==> src/rtl/syncTimeBasePkg.sv <==
package syncTimeBasePkg;

  typedef struct packed {
    logic       stopWrap;
    logic       syncInEn;
    logic [1:0] syncOutSel;
    logic       swSync;
    logic       polarity;
    logic       modePwm;
    logic       run;
  } tbCtrl_t;

  localparam int CTRL_W = $bits(tbCtrl_t);
  localparam logic [CTRL_W-1:0] CTRL_RESET = 8'h80;

  typedef enum logic [1:0] {
    SO_PASS   = 2'd0,
    SO_PERIOD = 2'd1,
    SO_OFF_A  = 2'd2,
    SO_OFF_B  = 2'd3
  } syncOutSel_e;

  typedef struct packed {
    logic phaseLoad;
    logic cntReset;
    logic shadowXfer;
  } tbStrobe_t;

endpackage

==> src/rtl/syncTbCtrl.sv <==
module syncTbCtrl
  import syncTimeBasePkg::*;
(
  input  logic              clk,
  input  logic              rstN,
  input  logic              ctrlWrEn,
  input  logic [CTRL_W-1:0] ctrlWrData,
  input  logic              syncIn,
  input  logic              prdEq,
  output tbCtrl_t           ctrlQ,
  output tbStrobe_t         strobe,
  output logic              syncOut
);

  tbCtrl_t     wrWord;
  logic        forceEv;
  logic        syncEv;
  logic        pwmMatch;
  logic        syncOutNext;
  syncOutSel_e outSel;

  assign wrWord   = tbCtrl_t'(ctrlWrData);
  assign forceEv  = ctrlWrEn & wrWord.swSync;
  assign syncEv   = syncIn | forceEv;
  assign pwmMatch = ctrlQ.modePwm & ctrlQ.run & prdEq;
  assign outSel   = syncOutSel_e'(ctrlQ.syncOutSel);

  always_comb begin
    strobe.phaseLoad  = ctrlQ.syncInEn & syncEv;
    strobe.shadowXfer = pwmMatch;
    strobe.cntReset   = pwmMatch & ~strobe.phaseLoad;
  end

  always_comb begin
    unique case (outSel)
      SO_PASS:   syncOutNext = syncEv;
      SO_PERIOD: syncOutNext = prdEq;
      default:   syncOutNext = 1'b0;
    endcase
  end

  always_ff @(posedge clk or negedge rstN) begin
    if (!rstN) begin
      ctrlQ <= tbCtrl_t'(CTRL_RESET);
    end else if (ctrlWrEn) begin
      ctrlQ        <= wrWord;
      ctrlQ.swSync <= 1'b0;
    end
  end

  always_ff @(posedge clk or negedge rstN) begin
    if (!rstN) syncOut <= 1'b0;
    else       syncOut <= syncOutNext;
  end

endmodule

==> src/rtl/syncTbData.sv <==
module syncTbData
  import syncTimeBasePkg::*;
#(
  parameter int CNT_W = 32
) (
  input  logic             clk,
  input  logic             rstN,
  input  logic             run,
  input  logic             modePwm,
  input  logic             polarity,
  input  tbStrobe_t        strobe,
  input  logic [CNT_W-1:0] phaseVal,
  input  logic             perShWr,
  input  logic [CNT_W-1:0] perShData,
  input  logic             cmpShWr,
  input  logic [CNT_W-1:0] cmpShData,
  output logic [CNT_W-1:0] count,
  output logic             prdEq,
  output logic             pwmOut,
  output logic             pwmOe
);

  localparam logic [CNT_W-1:0] ONE = CNT_W'(1);

  logic [CNT_W-1:0] perShadow, cmpShadow;
  logic [CNT_W-1:0] perActive, cmpActive;
  logic             wave;

  assign prdEq = (count == perActive);
  assign wave  = (count < cmpActive);

  always_ff @(posedge clk or negedge rstN) begin
    if (!rstN) begin
      count <= '0;
    end else if (strobe.phaseLoad) begin
      count <= phaseVal;
    end else if (run) begin
      if (strobe.cntReset) count <= '0;
      else                 count <= count + ONE;
    end
  end

  always_ff @(posedge clk or negedge rstN) begin
    if (!rstN) begin
      perShadow <= '0;
      cmpShadow <= '0;
    end else begin
      if (perShWr) perShadow <= perShData;
      if (cmpShWr) cmpShadow <= cmpShData;
    end
  end

  always_ff @(posedge clk or negedge rstN) begin
    if (!rstN) begin
      perActive <= '0;
      cmpActive <= '0;
    end else if (strobe.shadowXfer) begin
      perActive <= perShadow;
      cmpActive <= cmpShadow;
    end
  end

  always_comb begin
    pwmOe  = modePwm;
    pwmOut = modePwm & (wave ^ polarity);
  end

endmodule

==> src/rtl/syncTimeBase.sv <==
module syncTimeBase
  import syncTimeBasePkg::*;
#(
  parameter int CNT_W = 32
) (
  input  logic              clk,
  input  logic              rstN,
  input  logic              ctrlWrEn,
  input  logic [CTRL_W-1:0] ctrlWrData,
  output logic [CTRL_W-1:0] ctrlRdData,
  input  logic [CNT_W-1:0]  phaseVal,
  input  logic              perShWr,
  input  logic [CNT_W-1:0]  perShData,
  input  logic              cmpShWr,
  input  logic [CNT_W-1:0]  cmpShData,
  input  logic              syncIn,
  output logic              syncOut,
  output logic [CNT_W-1:0]  count,
  output logic              pwmOut,
  output logic              pwmOe
);

  tbCtrl_t   ctrlQ;
  tbStrobe_t strobe;
  logic      prdEq;

  syncTbCtrl u_ctrl (
    .clk        (clk),
    .rstN       (rstN),
    .ctrlWrEn   (ctrlWrEn),
    .ctrlWrData (ctrlWrData),
    .syncIn     (syncIn),
    .prdEq      (prdEq),
    .ctrlQ      (ctrlQ),
    .strobe     (strobe),
    .syncOut    (syncOut)
  );

  syncTbData #(.CNT_W(CNT_W)) u_data (
    .clk       (clk),
    .rstN      (rstN),
    .run       (ctrlQ.run),
    .modePwm   (ctrlQ.modePwm),
    .polarity  (ctrlQ.polarity),
    .strobe    (strobe),
    .phaseVal  (phaseVal),
    .perShWr   (perShWr),
    .perShData (perShData),
    .cmpShWr   (cmpShWr),
    .cmpShData (cmpShData),
    .count     (count),
    .prdEq     (prdEq),
    .pwmOut    (pwmOut),
    .pwmOe     (pwmOe)
  );

  assign ctrlRdData = ctrlQ;

endmodule

==> config.mk <==
export PLATFORM = sky130hd
export DESIGN_NAME = syncTimeBase
export DESIGN_NICKNAME = d
export VERILOG_FILES = /design/src/rtl/syncTimeBasePkg.sv /design/src/rtl/syncTbCtrl.sv /design/src/rtl/syncTbData.sv /design/src/rtl/syncTimeBase.sv
export SDC_FILE = /design/constraint.sdc
export NUM_CORES = 1
export LEC_CHECK = 0
export BUFFER_PORTS_ARGS = -buffer_cell sky130_fd_sc_hd__buf_4
export CAP_MARGIN = 20
export CELL_PAD_IN_SITES_DETAIL_PLACEMENT = 0
export CELL_PAD_IN_SITES_GLOBAL_PLACEMENT = 1
export CORE_ASPECT_RATIO = 2
export CORE_MARGIN = 3
export CORE_UTILIZATION = 44
export DETAILED_ROUTE_END_ITERATION = 16
export GPL_TIMING_DRIVEN = 0
export PLACE_DENSITY = 0.78
export REMOVE_ABC_BUFFERS = 1
export SLEW_MARGIN = 10
export SYNTH_ARGS = -nofsm -noshare
export SYNTH_HDL_FRONTEND = slang
export SYNTH_SLANG_ARGS = --single-unit
==> constraint.sdc <==
create_clock -name clk -period 3.2 [get_ports clk]
set_input_delay 0.64 -clock clk [delete_from_list [all_inputs] [get_ports clk]]
set_output_delay 0.64 -clock clk [all_outputs]
set_load 0.02 [all_outputs]
; Word level (Yosys, flattened, before mapping)
; Index checks and enable logic that the tools add are counted.
; W data, S select, Z words.
[op_classes]
n_addsub = 1
order_cmp = 1
eq_ne = 2
mux = 4
n_bitwise = 9
reduce_logical = 2
[ops]
columns = operator, count
row1 = $mux W32, 3
row2 = $add A32 B1 Y32 const B, 1
row3 = $eq A32 B32 Y1, 1
row4 = $lt A32 B32 Y1, 1
row5 = $and A1 B1 Y1, 6
row6 = $eq A2 B1 Y1 const B, 1
row7 = $logic_not A2 Y1, 1
row8 = $pmux W1 S2, 1
row9 = $reduce_bool A2 Y1, 1
row10 = $not A1 Y1, 1
row11 = $or A1 B1 Y1, 1
row12 = $xor A1 B1 Y1, 1
[totals]
register_bits = 168
input_bits = 110
out_inout_bits = 43
wordCells = 31

; Logic depth before layout (Yosys ltp)
; Gate-level depths: netlist (run 1).
[logic_depth]
ltp_word = 8
depth_mapped = 10
mapped_depth_nobuf = 8

; Cells and area by module
; Synthesis (run 1) repeated with hierarchy kept, for this count alone.
[hier_totals]
hier_cells = 727
area_unflattened_um2 = 8146.6
[by_module_without_submodules]
columns = module, instances, cells_per_inst, area_per_inst_um2, seq_area_each_um2
row1 = syncTbData, 1, 698, 7781.2, 4003.8
row2 = syncTbCtrl, 1, 29, 365.4, 201.4

; Worst setup path after synthesis (run 1)
; OpenSTA, ideal clock, no wires.
[synth_timing]
path_type = register to output
start = reg u_data.count[11]
end = out pwmOut
arrival_time_ns = 2.350
required_time_ns = 2.560
path_slack_ns = 0.210
path_stages_with_launch = 8
n_path_buf = 0
path_cell_list = dfrtp_1 ha_1 nand2_1 nor2_1 or4b_1 a31oi_1 mux2i_1 or4_1
[synth_between]
elab_chain_len = 3
[synth_lines]
columns = element, line
row1 = "start, declared", syncTbData.sv:17  ; output logic [CNT_W-1:0] count,
row2 = "start signal, assigned", syncTbData.sv:36  ; count <= phaseVal;
row3 = "start signal, assigned", syncTbData.sv:39  ; else count <= count + ONE;
row4 = $lt A32 B32 Y1, syncTbData.sv:30  ; assign wave = (count < cmpActive);
row5 = $xor A1 B1 Y1, syncTbData.sv:65  ; pwmOut = modePwm & (wave ^ polarity);
row6 = $and A1 B1 Y1, syncTbData.sv:65
row7 = "end, declared", syncTimeBase.sv:19  ; output logic pwmOut,
; Every way passes these cells.

; Worst setup path in the final report (run 1)
[layout_timing]
start = reg u_data.count[23]
end = out pwmOut
; Same word-level chain as after synthesis.

==> metrics, run 1 <==
leakage=~4.6 nW; period utilization=102.6%; core box area=18310 µm²; PwrDens=between 500 and 600 nW/µm²; syn_area_per_cell=roughly 11 µm²; Via density=roughly 5.6; Slew headroom=between 40% and 50%; number of antenna violations at the first check in global routing=0; Layout area overhead=27.72%; CP max FO=8; worst-case reg-to-reg path depth=8; die height=about 200 µm; clk sink count=168; gr ovfl total=0; CP Launch Type=flop; number of synthesized flops with an enable pin=0; wire per inst=19.82 µm; Final Hold Vio Count=0; share of cells above drive strength 1=about two fifths; Antenna Cells=0; CP endpoint kind=output pin; worst-skew pair later-pin latency=~0.42 ns; Worst Path Arrival=2.64 ns; total of max-cap violations=0; DP HPWL=16090 µm; Final ANT Viol Nets=0; worst flop-to-flop path endpoint=u_data.cmpActive[11]; critical path class=reg2out; vias in the first global route=roughly 6600; initial core utilization=between 40% and 50%; Final Cell Area=approximately 10000 µm²; status=finished with violations; Final min period=3.282 ns; Netlist cell types=approximately 50; die width=102.6 µm; I/O Pins=between 150 and 200; Slew @ Worst Pin=roughly 0.86 ns; CTS tree=yes; DRT iter0 DRCs=about 320; first-pass GRT wire length=around 35000 µm; Reg2Reg Launch Point=u_data.count[4]; Hold-fix buffers, CTS=0; clock skew=between 0.01 and 0.015 ns; nets@finish=a little over 1000; Seq/Total Area, Yosys=51.24%; WP data required=about 2.6 ns; failing checks=setup timing; Post-Syn Area=between 8000 and 9000 µm²; Residual DRC=0; VDD IR max=375.5 µV; post-route setup slack=-0.08174 ns; maximum clock frequency=roughly 300 MHz; drt pass-1 iters=4; wirelength, routed=around 22000 µm; Synth async-reset ratio=100.0%; unrepaired setup endpoints after global routing=yes; Synth Flop Type=dfrtp_1; gate count of the mapped netlist=~740; die area=20430 µm²; Rows=70; gr usage total=~22%; Num CTS Buffers=17; vias=between 6000 and 7000; Final Setup Violations=1; largest net degree at the start of global routing=approximately 120; Clock Tree Root=clkbuf_16; RePlAce Congestion=just under 0.9; Port Buffer Count=~150; Clock Tree Buf Depth=2; DP Area=9530 µm²; worst reg2reg setup slack=approximately 0.34 ns; Fill cells=~1500; CTS clk-pin slew, worst paths=approximately 0.070 ns; Synth Register Bits=between 150 and 200; Final Max Slew Viols=0; H-tree Lvls=4; synthesis warning total=0; total power=approximately 0.0063 W; Worst Hold Class=in2async
[per-stage QoR]
step | instances | util [%] | TNS [ns] | worst slack [ns] | hold WS, ns
after global placement | 1062 | 51.50 | -63.18 | -0.9319 | 0.4412
final | 1115 | 57.26 | -0.08174 | -0.08174 | 0.1354
after detailed placement | 1067 | 52.06 | -0.09157 | -0.09157 | 0.4576
after global routing | 1115 | 57.26 | -0.1676 | -0.1676 | 0.1600
after CTS | 1113 | 56.82 | -0.1036 | -0.1036 | 0.1315
after floorplan | 695 | - | 0 | 0.08388 | 0.3444
[placed cells by master, fill, tap and decap left out, drive strengths merged, types with 2 or more instances in the layout]
master and count:
buf 172, dfrtp 167, mux2 105, nand2 68
o21ai 40, xnor2 39, inv 35, nor2 34
ha 32, nand4 28, clkbuf 21, nand3 18
a21oi 14, o31ai 13, nor3 12, and3 12
and4 11, xor2 10, nor4 9, a211oi 7
o311ai 6, and2 6, or3 5, bufinv 5
clkinvlp 3, a31oi 3, a221oi 2, o211ai 2
a2111oi 2, clkinv 2
[sequential cells by signal (all words and copies together), names as in the netlist]
| signal | cells |
|---|---|
| u_ctrl.ctrlQ | 5 |
| u_ctrl.outSel | 2 |
| u_ctrl.syncOut | 1 |
| u_data.cmpActive | 32 |
| u_data.cmpShadow | 32 |
| u_data.count | 32 |
| u_data.perActive | 32 |
| u_data.perShadow | 32 |
[Yosys cell counts, drive strengths merged, types with 9 or more instances]
master / number / area (µm²)
nand2: 68 / 255.2
inv: 34 / 127.6
nand3: 18 / 90.09
dfrtp: 167 / 4179
nor4: 9 / 62.56
and4: 11 / 96.34
nor2: 34 / 130.1
buf: 22 / 110.1
nand4: 28 / 175.2
ha: 32 / 400.4
o21ai: 40 / 200.2
xnor2: 39 / 341.6
clkbuf: 19 / 72.56
a21oi: 14 / 70.07
nor3: 12 / 60.06
and3: 12 / 76.33
mux2: 105 / 1182
xor2: 10 / 87.58
o31ai: 13 / 97.59
[per-layer routing]
layer / GRT usage, % / part of all wire (%) / vias to the layer above
li1: - / - / 2931
met1: 25.72 / 37 / 3057
met2: 37.77 / 52 / 188
met3: 4.053 / 4.3 / 73
met4: 14.36 / 6.8 / 0
met5: 0 / 0 / -
[what timing repair did]
item                                    4_1_cts  5_1_grt
pin swaps                                     8        0
buffers inserted                             14        1
endpoints found under the setup margin        1        9
cloned                                        0        0
resized for setup                            32       12
[layout make-up]
type | instances | area (µm²) | area share [%]
flip-flops and latches | 168 | 4230 | 40.36
clock inverters | 11 | 195.2 | 1.862
clock buffers | 21 | 450.4 | 4.297
well taps | 216 | 270.3 | 2.578
repair buffers | 172 | 1358 | 12.95
inverters | 34 | 127.6 | 1.218
multi-input cells | 493 | 3850 | 36.73
[worst max-delay path, cell delays in order (launching register included)]
cell and delay (ns):
dfrtp_1 0.51, ha_1 0.38, and4_1 0.26, a221oi_2 0.31, nor2_1 0.08, or4_4 0.54
buf_6 0.15
[where the power goes]
group / switching (W) / leakage, nW / internal [W]
Sequential: 0.000255 / 2.10 / 0.00232
Combinational: 0.000753 / 2.17 / 0.000687
Clock: 0.000844 / 0.304 / 0.00141
[cell families after synthesis]
kind of cell	synth area share, %
and+or+nand+nor	13.17
DFF	51.24
muxes	14.53
AOI/OAI and AO/OA	7.120
buffers and inverters	3.781
xor gates and xnor gates	5.229
adders and majority gates	4.879
other	0.04569
[worst max-delay path by stage]
stage | end | from | depth (start not counted)
2_1_floorplan | u_data.count[30] | u_data.count[7] | 6
3_3_place_gp | u_data.count[30] | u_data.count[3] | 6
3_5_place_dp | pwmOut | u_data.count[7] | 7
4_1_cts | pwmOut | u_data.count[11] | 8
5_1_grt | pwmOut | u_data.cmpActive[2] | 9
6_report | pwmOut | u_data.count[23] | 6
Note: power is estimated with default switching activity, not from simulation.
==> run 2, diff against run 1 <==
--- a/config.mk
+++ b/config.mk
@@ -11,10 +11,10 @@
 export CELL_PAD_IN_SITES_GLOBAL_PLACEMENT = 1
 export CORE_ASPECT_RATIO = 2
 export CORE_MARGIN = 3
-export CORE_UTILIZATION = 44
+export CORE_UTILIZATION = 45
 export DETAILED_ROUTE_END_ITERATION = 16
 export GPL_TIMING_DRIVEN = 0
-export PLACE_DENSITY = 0.78
+export PLACE_DENSITY = 0.8
 export REMOVE_ABC_BUFFERS = 1
 export SLEW_MARGIN = 10
 export SYNTH_ARGS = -nofsm -noshare
==> constraint.sdc (replaced) <==
create_clock -name clk -period 4.3 [get_ports clk]
set_input_delay 0.86 -clock clk [delete_from_list [all_inputs] [get_ports clk]]
set_output_delay 0.86 -clock clk [all_outputs]
set_load 0.02 [all_outputs]
==> metrics, run 2 (synthesis gave the netlist of run 1 again) <==
status=finished, final reports clean; Placed Cells=between 1000 and 1500; DP HPWL=around 16000 µm; DP Area=between 9000 and 10000 µm²; initial core utilization=a little under half; core box area=around 18000 µm²; Crit-path slowest cell=or4_1; Slew @ Worst Pin=around 0.86 ns; most frequent cells in the layout=dfrtp_1, buf_4, mux2_2; Seq pwr share=a little under half; Layout area overhead=23.49%; Antenna Cells=0; die height=roughly 200 µm; Final Max Slew Viols=0; Rows=about 70; WP data required=approximately 3.4 ns; DRT iter0 DRCs=between 300 and 400; PwrDens=between 400 and 500 nW/µm²; Hold-fix buffers, CTS=0; crit path cell chain=ha_1 > nand2_1 > o21ai_0 > o211ai_1 > a31oi_1 > mux2i_1 > or4_1 > buf_4; worst-skew pair later-pin latency=about 0.43 ns; clock skew=0.01455 ns; share of cells above drive strength 1=between 30% and 40%; Final Hold Vio Count=0; largest net degree at the start of global routing=between 90 and 100; maximum clock frequency=~250 MHz; vias in the first global route=roughly 6600; gr usage total=between 20 and 25%; Util after Layout=between 50% and 60%; fraction of power consumed by combinational cells=between 20% and 30%; nets@finish=~1000; worst-case reg-to-reg path depth=7; post-CTS setup buffers=0; Worst Hold Class=in2async; Final ANT Viol Nets=0; critical path class=reg2out; Hold WS=around 0.45 ns; total of max-cap violations=0; die area=approximately 20000 µm²; worst reg2reg setup slack=roughly 1.2 ns; switching share of total power=between 30% and 40%; Int Pwr=0.002977 W; Slew headroom=between 40% and 50%; Final Cell Area=roughly 10000 µm²; most common cell after layout, fill and taps aside=dfrtp_1; CP max FO=10; Reg2Reg Launch Point=u_data.count[24]; Clock Tree Root=clkbuf_16; clk sink count=roughly 170; Via density=5.646; NetSw=around 0.0014 W; CP endpoint kind=output pin; final cell count without fillers=1097; wirelength, routed=~22000 µm; unrepaired setup endpoints after global routing=no; CTS clk-pin slew, worst paths=approximately 0.070 ns; CP Launch Type=flop; Final min period=4.021 ns; Worst Path Arrival=between 3 and 4 ns; drt pass-1 iters=4; RePlAce Congestion=0.8614; final setup TNS=0 ns; clock share of power=between 30% and 40%; I/O Pins=153; Final Setup Violations=0; H-tree Lvls=4; Clock Tree Buf Depth=2; Residual DRC=0; CTS resizes=0; VDD IR max=about 220 µV; leakage=around 4.5 nW; worst flop-to-flop path endpoint=u_data.cmpActive[9]; vias=6194; Port Buffer Count=about 150; wire per inst=19.62 µm; first-pass GRT wire length=between 30000 and 40000 µm; CTS tree=yes; CP peak stage delay=around 0.57 ns; Num CTS Buffers=17; gr ovfl total=0; number of antenna violations at the first check in global routing=0; die width=just over 100 µm; period utilization=between 90% and 100%
## run 2: cell count changes in the layout (fill, tap and decap cells not counted), sizes merged
| cell | change |
|---|---|
| clkinv | +1 |
| buf | -15 |
| clkinvlp | +2 |
| clkbuf | -2 |
| bufinv | -4 |
| inv | +3 |
## run 2: metal layers
metal | vias up | track usage (%) | routed length, µm
li1 | 2887 | - | -
met5 | - | 0 | 0
met3 | 44 | 3.153 | 865
met4 | 0 | 11.69 | 883
met2 | 174 | 39.55 | 11680
met1 | 3089 | 24.89 | 8102
## run 2: through the flow
step                      power [W]  worst slack, ns
after floorplan            0.002403            1.079
after global placement     0.002843           0.2103
after detailed placement   0.002892           0.7704
after CTS                  0.004375           0.3105
after global routing       0.004547           0.1651
final                      0.004333           0.2785
## run 2: final cells by class
cell class | count | area, µm²
inverters | 34 | 127.6
repair buffers | 157 | 1270
clock buffers | 19 | 442.9
well taps | 213 | 266.5
clock inverters | 13 | 121.4
multi-input cells | 493 | 3701
flip-flops and latches | 168 | 4205
fillers | 1552 | 7736
## run 2: worst max-delay path: cells and delay by family (launching register included)
kind                     cells  cell delay [ns]
multiplexers                 1             0.11
AND/OR/NAND/NOR              2             0.62
adder cells (fa/ha/maj)      1             0.38
AO/OA/AOI/OAI                3             0.88
flip-flops                   1             0.56
buffers and inverters        1             0.19
## run 2: worst max path at each step
stage,startpoint,end,cells past startpoint
floorplan,u_data.count[7],pwmOut,6
global route,u_data.count[15],pwmOut,8
detailed placement,u_data.count[15],pwmOut,8
global placement,u_ctrl.ctrlQ[0],u_data.count[30],3
CTS,u_data.count[6],pwmOut,7
finish,u_data.count[14],pwmOut,8
## run 2: power groups by stage
stage / clock, W / sequential [W] / combinational [W]
floorplan: 0 / 0.00199 / 0.000415
global placement: 0 / 0.00199 / 0.000850
CTS: 0.00151 / 0.00197 / 0.000897
detailed placement: 0 / 0.00200 / 0.000894
finish: 0.00147 / 0.00196 / 0.000897
global route: 0.00157 / 0.00199 / 0.000985
